===== config.mk =====
export PLATFORM = sky130hd
export DESIGN_NAME = bpa_unit
export DESIGN_NICKNAME = d
export VERILOG_FILES = /design/src/rtl/bpa_pkg.sv /design/src/rtl/bpa_split.sv /design/src/rtl/bpa_coincide.sv /design/src/rtl/bpa_merge.sv /design/src/rtl/bpa_unit.sv
export SDC_FILE = /design/constraint.sdc
export NUM_CORES = 1
export LEC_CHECK = 0
export BUFFER_PORTS_ARGS = -buffer_cell sky130_fd_sc_hd__buf_2
export CORE_AREA = 3 3 195 197
export DETAILED_ROUTE_END_ITERATION = 16
export DIE_AREA = 0 0 198 200
export PLACE_DENSITY = 0.3
export SYNTH_ARGS = -nofsm -noshare
export SYNTH_HDL_FRONTEND = slang
export SYNTH_SLANG_ARGS = --single-unit

===== constraint.sdc =====
create_clock -name vclk -period 0.8
set_input_delay 0.16 -clock vclk [all_inputs]
set_output_delay 0.16 -clock vclk [all_outputs]
set_load 0.005 [all_outputs]

===== src/rtl/bpa_pkg.sv =====
package bpa_pkg;
  // Parity lanes of a bundle: lane 0 holds the even wires, lane 1 the odd wires.
  localparam int unsigned LANES = 2;

  // Index of the bundle wire that feeds position k of a parity lane.
  function automatic int unsigned lane_wire(input int unsigned k, input int unsigned parity);
    return 2 * k + parity;
  endfunction
endpackage


===== src/rtl/bpa_split.sv =====
module bpa_split #(
  parameter int unsigned WIDTH = 100,
  localparam int unsigned HALF = WIDTH / 2
) (
  input  logic [WIDTH-1:0] bundle,
  output logic [HALF-1:0]  even_lane,
  output logic [HALF-1:0]  odd_lane
);
  import bpa_pkg::*;

  for (genvar k = 0; k < HALF; k++) begin : g_lane
    assign even_lane[k] = bundle[lane_wire(k, 0)];
    assign odd_lane[k]  = bundle[lane_wire(k, 1)];
  end
endmodule


===== src/rtl/bpa_coincide.sv =====
module bpa_coincide #(
  parameter int unsigned LEN = 50
) (
  input  logic [LEN-1:0] x,
  input  logic [LEN-1:0] y,
  output logic [LEN-1:0] agree
);
  for (genvar k = 0; k < LEN; k++) begin : g_gate
    // Equality of levels is polarity-independent, so raw pins may feed it.
    assign agree[k] = ~(x[k] ^ y[k]);
  end
endmodule


===== src/rtl/bpa_merge.sv =====
module bpa_merge #(
  parameter int unsigned HALF    = 50,
  parameter bit          NEGATE2 = 1'b0,
  localparam int unsigned WIDTH  = 2 * HALF
) (
  input  logic [HALF-1:0]  first_n,
  input  logic [HALF-1:0]  second_n,
  output logic [WIDTH-1:0] merged
);
  // Active-low pins become active-high by inversion; a negated second
  // operand cancels that inversion, so its pin passes straight through.
  assign merged[HALF-1:0] = ~first_n;

  if (NEGATE2) begin : g_neg
    assign merged[WIDTH-1:HALF] = second_n;
  end else begin : g_pos
    assign merged[WIDTH-1:HALF] = ~second_n;
  end
endmodule


===== src/rtl/bpa_unit.sv =====
module bpa_unit #(
  parameter int unsigned WIDTH = 100,
  localparam int unsigned HALF = WIDTH / 2
) (
  input  logic             opd_valid,
  output logic             opd_ready,
  input  logic [WIDTH-1:0] opd_a_n,
  input  logic [WIDTH-1:0] opd_b_n,
  output logic             res_valid,
  input  logic             res_ready,
  output logic [WIDTH-1:0] res_prod,
  output logic [WIDTH-1:0] res_sum,
  output logic [WIDTH-1:0] res_diff
);
  import bpa_pkg::*;

  logic [HALF-1:0] a_lane [LANES];
  logic [HALF-1:0] b_lane [LANES];
  logic [HALF-1:0] p_lane [LANES];

  // Stateless unit: the handshake passes straight through.
  assign res_valid = opd_valid;
  assign opd_ready = res_ready;

  bpa_split #(.WIDTH(WIDTH)) u_split_a (
    .bundle(opd_a_n), .even_lane(a_lane[0]), .odd_lane(a_lane[1]));
  bpa_split #(.WIDTH(WIDTH)) u_split_b (
    .bundle(opd_b_n), .even_lane(b_lane[0]), .odd_lane(b_lane[1]));

  for (genvar p = 0; p < LANES; p++) begin : g_par
    bpa_coincide #(.LEN(HALF)) u_coin (
      .x(a_lane[p]), .y(b_lane[p]), .agree(p_lane[p]));
    for (genvar k = 0; k < HALF; k++) begin : g_back
      assign res_prod[lane_wire(k, p)] = p_lane[p][k];
    end
  end

  bpa_merge #(.HALF(HALF), .NEGATE2(1'b0)) u_sum (
    .first_n(a_lane[0]), .second_n(b_lane[1]), .merged(res_sum));
  bpa_merge #(.HALF(HALF), .NEGATE2(1'b1)) u_diff (
    .first_n(a_lane[0]), .second_n(b_lane[1]), .merged(res_diff));
endmodule


Word-level counts from Yosys, hierarchy flattened
Index checks and enable logic that the tools add are counted.
{"block": "totals", "reg_bits": 0, "input_bits": 202, "wordCells": 202, "out_inout_bits": 302}
{"block": "classes", "bitwise_logic": 202}
{"cell": "inverter 1 bit", "n": 100}
{"cell": "inverter 50 bit", "n": 2}
{"cell": "bitwise XOR 1 bit", "n": 100}

Longest topological paths before layout
Gate-level depths: netlist of run 1.
{"block": "logic_depth", "word_depth": 2, "depth_mapped": 2, "depth_no_buf": 1}

Hierarchy
Synthesis of run 1 repeated with hierarchy kept, for this count alone.
{"block": "unflattened", "hier_cells": 502, "area_unflattened_um2": 3330.7}
{"module": "bpa_split", "n_inst": 2, "cells_each": 100, "area_each_um2": 750.7, "seq_area_each_um2": 0.0}
{"module": "bpa_coincide", "n_inst": 2, "cells_each": 50, "area_each_um2": 437.9, "seq_area_each_um2": 0.0}
{"module": "bpa_merge (u_diff)", "n_inst": 1, "cells_each": 100, "area_each_um2": 563.0, "seq_area_each_um2": 0.0}
{"module": "bpa_merge (u_sum)", "n_inst": 1, "cells_each": 100, "area_each_um2": 375.4, "seq_area_each_um2": 0.0}
{"module": "bpa_unit", "n_inst": 1, "cells_each": 2, "area_each_um2": 15.0, "seq_area_each_um2": 0.0}

Worst setup path before layout of run 1
OpenSTA, ideal clock, no wires.
{"block": "synth_path", "kind": "input-to-output", "startpoint": "input port opd_a_n[0]", "endpoint": "output port res_sum[0]", "path_buffers": 1, "stages": 2, "arrival_time_ns": 0.324, "slack_ns": 0.316, "required_ns": 0.640, "path_cell_list": "inv_1 > buf_4"}
{"block": "synth_via", "elab_chain_cells": 1}
{"item": "start, declared", "line": "bpa_unit.sv:7", "text": "input logic [WIDTH-1:0] opd_a_n,"}
{"item": "inverter 50 bit", "line": "bpa_merge.sv:12", "text": "assign merged[HALF-1:0] = ~first_n;"}
{"item": "end, declared", "line": "bpa_unit.sv:12", "text": "output logic [WIDTH-1:0] res_sum,"}
Every way passes these cells.

Final worst setup path of run 1
{"block": "layout_path", "startpoint": "input port opd_a_n[68]", "endpoint": "output port res_prod[68]"}
{"block": "layout_via", "elab_chain_cells": 2}
{"item": "bitwise XOR 1 bit", "line": "bpa_coincide.sv:10", "text": "assign agree[k] = ~(x[k] ^ y[k]);"}
{"item": "inverter 1 bit", "line": "bpa_coincide.sv:10"}
{"item": "end, declared", "line": "bpa_unit.sv:11", "text": "output logic [WIDTH-1:0] res_prod,"}
Every way passes these cells.

==> results.md, run 1 <==
- Worst path buffer plus inverter count: 3
- Period utilization: 102%
- Layout cells sized above 1: 72.9%
- Multi-input gate area: 943 um2
- DIE AREA: 0.0396 mm2
- Die Span X: 198 um
- Final setup viols: 1
- Detailed-route via count: 3,045
- Sequential area share after synthesis: 0%
- Worst path max stage delay: 0.14 ns
- Slowest stage cell, crit path: buf_4
- Initial antenna violation count: 2
- Most frequent cells in the layout: buf_2, inv_1, xnor2_1, xnor2_2, buf_4
- Slew Viols, Final: 0
- GRT overflow: 0
- Drc violations: 0
- FP Rows: 70
- Routed WL: 11.9 mm
- IO Pins: 504
- Buffers on Ports: 500
- Core area: 0.0364 mm2
- Worst Path Max Fanout: 2
- Initial Util: 5.54%
- Cell area after synthesis: 0.00202 mm2
- Pre-CTS WS: -0.166 ns
- WHS: 0.320 ns
- Final core occ: 12.2%
- Final Total Pwr: 2.58 mW
- Critical path's top delay family: buffers and inverters
- Number of standard cells in the layout, taps in and fillers out: 1,174
- Failing checks: negative setup slack
- Net Count, Synth: 504
- Filler Cells Inserted: 4,270
- Post-DRT Antenna Nets: 0
- Nets: 908
- Worst setup margin: -0.0155 ns
- Number of global-route vias before repair: 2,674
- Synth cell types: 3
- Starting DRT DRC Count: 46
- Largest net degree at the start of global routing: 4
- Worst path cell trace: buf_2, xnor2_2, buf_4, buf_6
- Final Hold Fails: 0
- Worst setup EP type: output pin
- Most common cell after layout, fill and taps aside: buf_2
- GRT Total Usage: 4.71%
- Worst hold path type: in2out
- WS Path Type: in2out
- Number of flip-flops and latches: 0
- RSZ-0062 raised after global routing: yes
- Area Overhead vs Synth: 121%
- Max transition margin: 89.3%
- Fin crit period: 0.816 ns
- Vias/cell: 2.59
- GP Congestion: 0.768
- Outcome: complete, but fails checks
- Worst VDD drop: 140 uV
- Fmax: 1230 MHz
- Leakage: 2.78 nW
- CP startpoint kind: primary input
- Data arrival, critical path: 0.66 ns
- 1st-pass router iterations: 4
- Max Cap Viol: 0
- Critical Path RT: 0.64 ns
- Hpwl dp: 11.5 mm
- Wire per inst: 10.1 um
- Slew @ Worst Pin: 0.160 ns
- Die Y-Extent: 200 um
- Power per cell area: 578 mW/mm2
- Yosys warns: 0
- Placed cells: 1,173
- Register Area: 0 um2
- Final-layout clock buffer total: 0
- Post-CTS setup buffers: 0
- Syn_area_per_cell: 6.68 um2
- First-pass GRT wire length: 14.6 mm
- Synth Instances: 302
## metal layers
layer  share of wire [%]  track usage (%)  vias to the layer above
met2                  58             10.7                      258
met5                0.17                0                        -
li1                    -                -                     1515
met4                 2.0            0.970                        2
met1                  30             4.39                     1258
met3                 9.2            0.436                       12
## final cells by class
cell class | instances | share of cell area, %
inverter | 100 | 8.43
antenna | 2 | 0.112
timing repair buffer | 504 | 57.1
tap | 468 | 13.1
multi-input combinational | 100 | 21.2
## through the flow
| step | TNS [ns] | area [um2] |
|---|---|---|
| finish | -0.0155 | 4450 |
| global route | -0.0344 | 4450 |
| CTS | 0 | 4420 |
| detailed placement | -0.257 | 4380 |
| global placement | -0.295 | 4380 |
| floorplan | 0 | 2020 |
## worst paths after layout
check             cells past startpoint   startpoint  slack [ns]      endpoint
setup / recovery                      4  opd_a_n[68]       -0.02  res_prod[68]
hold / removal                        0    opd_valid        0.32     res_valid
## kinds of logic (layout without fill, tap and decap cells)
group | after synthesis | after routing | synth area share, %
buffers and inverters | 202 | 604 | 56.6
xor gates and xnor gates | 100 | 100 | 43.4
other | 0 | 2 | 0
## cell usage after synthesis
cell	number	share of area (%)
buf_4	102	38
inv_1	100	19
xnor2_1	100	43
## power breakdown
part | switching [mW] | internal, mW | total [mW]
clock network | 0 | 0.000000334 | 0.000000334
registers | 0 | 0 | 0
logic | 1.15 | 1.43 | 2.58
total | 1.15 | 1.43 | 2.58
## what timing repair did
| item | in CTS | in global routing |
|---|---|---|
| setup endpoints to repair | 6 | 4 |
| resized for setup | 7 | 4 |
| pin swaps | 2 | 0 |
| hold buffers | 0 | 0 |
No activity file was read; power rests on OpenSTA's default activity.
==> inputs of run 2 (changes only) <==
--- a/config.mk
+++ b/config.mk
@@ -6,9 +6,9 @@
 export NUM_CORES = 1
 export LEC_CHECK = 0
 export BUFFER_PORTS_ARGS = -buffer_cell sky130_fd_sc_hd__buf_2
-export CORE_AREA = 3 3 195 197
+export CORE_AREA = 2 2 194 196
 export DETAILED_ROUTE_END_ITERATION = 16
-export DIE_AREA = 0 0 198 200
+export DIE_AREA = 0 0 196 198
 export PLACE_DENSITY = 0.3
 export SYNTH_ARGS = -nofsm -noshare
 export SYNTH_HDL_FRONTEND = slang
==> constraint.sdc (replaced) <==
create_clock -name vclk -period 0.9
set_input_delay 0.18 -clock vclk [all_inputs]
set_output_delay 0.18 -clock vclk [all_outputs]
set_load 0.005 [all_outputs]
==> run 2 against run 1 <==
  * The flow now finishes without violations
  * Hold slack better by 0.040 ns
  * Count of clock-buffer cells in the layout stayed put
  * Flip-flop and latch count stayed put
  * Core utilization is 0.34 points lower
  * Combinational power is 14% lower
  * Worst setup slack better by 0.044 ns
  * Die area is 2.0% lower
  * Critical path depth stayed put
  * Global-route usage is 0.42 points lower
  * Largest power group unchanged
==> results.md, run 2 (synthesized netlist as in run 1, its figures left out) <==
- Area Overhead vs Synth: 118%
- Drc violations: 0
- Wire per inst: 9.13 um
- Met3 Resource Use GR: 0.341%
- Post-DRT Antenna Nets: 0
- Power per cell area: 508 mW/mm2
- Outcome: completed
- Worst setup margin: 0.0281 ns
- First-pass GRT wire length: 13.1 mm
- Buffers on Ports: 500
- Final Hold Fails: 0
- Data arrival, critical path: 0.69 ns
- Pre-CTS WS: 0.00316 ns
- Largest net degree at the start of global routing: 4
- Met1 Resource Use GR: 4.27%
- Final setup viols: 0
- FP Rows: 71
- Initial antenna violation count: 0
- Detailed-route via count: 2,994
- Most frequent cells in the layout: buf_2, inv_1, xnor2_1, xnor2_2, buf_4
- Initial Util: 5.46%
- GRT Total Usage: 4.30%
- Max Cap Viol: 0
- Worst VDD drop: 114 uV
- Slew Viols, Final: 0
- Antenna Diode Count: 0
- Critical Path RT: 0.72 ns
- Number of global-route vias before repair: 2,419
- Worst setup EP type: output pin
- IO Pins: 504
- Most Used Layer, Global Route: met2
- Routed WL: 10.7 mm
- Final-layout clock buffer total: 0
- Layout cells sized above 1: 72.0%
- 1st-pass router iterations: 4
- WS Path Type: in2out
- Leakage: 2.74 nW
- DIE AREA: 0.0388 mm2
- Fin crit period: 0.872 ns
- Period utilization: 96.9%
- GR Util met2: 9.69%
- Vias/cell: 2.54
- Die Y-Extent: 198 um
- Register Area: 0 um2
- Number of flip-flops and latches: 0
- Placed inst area: 0.00437 mm2
- CP startpoint kind: primary input
- Hpwl dp: 10.3 mm
- Max transition margin: 86.7%
- Worst hold path type: in2out
- GRT overflow: 0
- GP Congestion: 0.694
- Nets: 907
- Setup TNS: 0 ns
- RSZ-0062 raised after global routing: no
- Core area: 0.0370 mm2
- Starting DRT DRC Count: 47
- Die Span X: 196 um
- Worst Path Max Fanout: 3
- Slew @ Worst Pin: 0.198 ns
- Fmax: 1150 MHz
- Cell area after layout: 0.00439 mm2
- Most common cell after layout, fill and taps aside: buf_2
## run 2: changes by cell type in the layout (fill, tap and decap cells not counted)
cell / change
buf_4: -1
xnor2_1: +6
xnor2_2: -6
buf_2: +2
buf_6: -2
diode_2: -2
## run 2: layer usage
metal  vias to the layer above  part of all wire (%)
met5                         -                     0
met4                         0                  0.77
met3                         4                   8.8
met2                       255                    57
met1                      1227                    34
li1                       1508                     -
## run 2: final timing paths
path / startpoint / end / cells after the start
min: res_ready / opd_ready / 0
max: opd_b_n[53] / res_prod[53] / 4
## run 2: layout make-up
type / instances / area, um2
multi-input cells: 100 / 898
repair buffers: 503 / 2520
well taps: 474 / 593
fillers: 4332 / 32600
inverters: 100 / 375
## run 2: per-stage QoR
step / hold WS (ns) / util (%) / cells / total power, mW
3_5_place_dp: 0.360 / 11.8 / 1177 / 2.25
6_report: 0.360 / 11.9 / 1177 / 2.23
4_1_cts: 0.360 / 11.8 / 1177 / 2.26
3_3_place_gp: 0.360 / 11.8 / 1177 / 2.28
5_1_grt: 0.360 / 11.9 / 1177 / 2.44
2_1_floorplan: 0.387 / - / 302 / 1.00
## run 2: report_power, final
| part | internal (mW) | switching, mW |
|---|---|---|
| sequential | 0 | 0 |
| combinational | 1.24 | 0.988 |
| clock | 0 | 0 |
## run 2: critical path, cell delays in order
cell,delay [ns]
buf_2,0.12
xnor2_2,0.13
buf_4,0.14
buf_2,0.12
## run 2: timing repair
action                                  CTS  global route
gates resized for setup                   0             3
endpoints found under the setup margin    0             3
hold buffers                              0             0
buffers inserted                          0             0
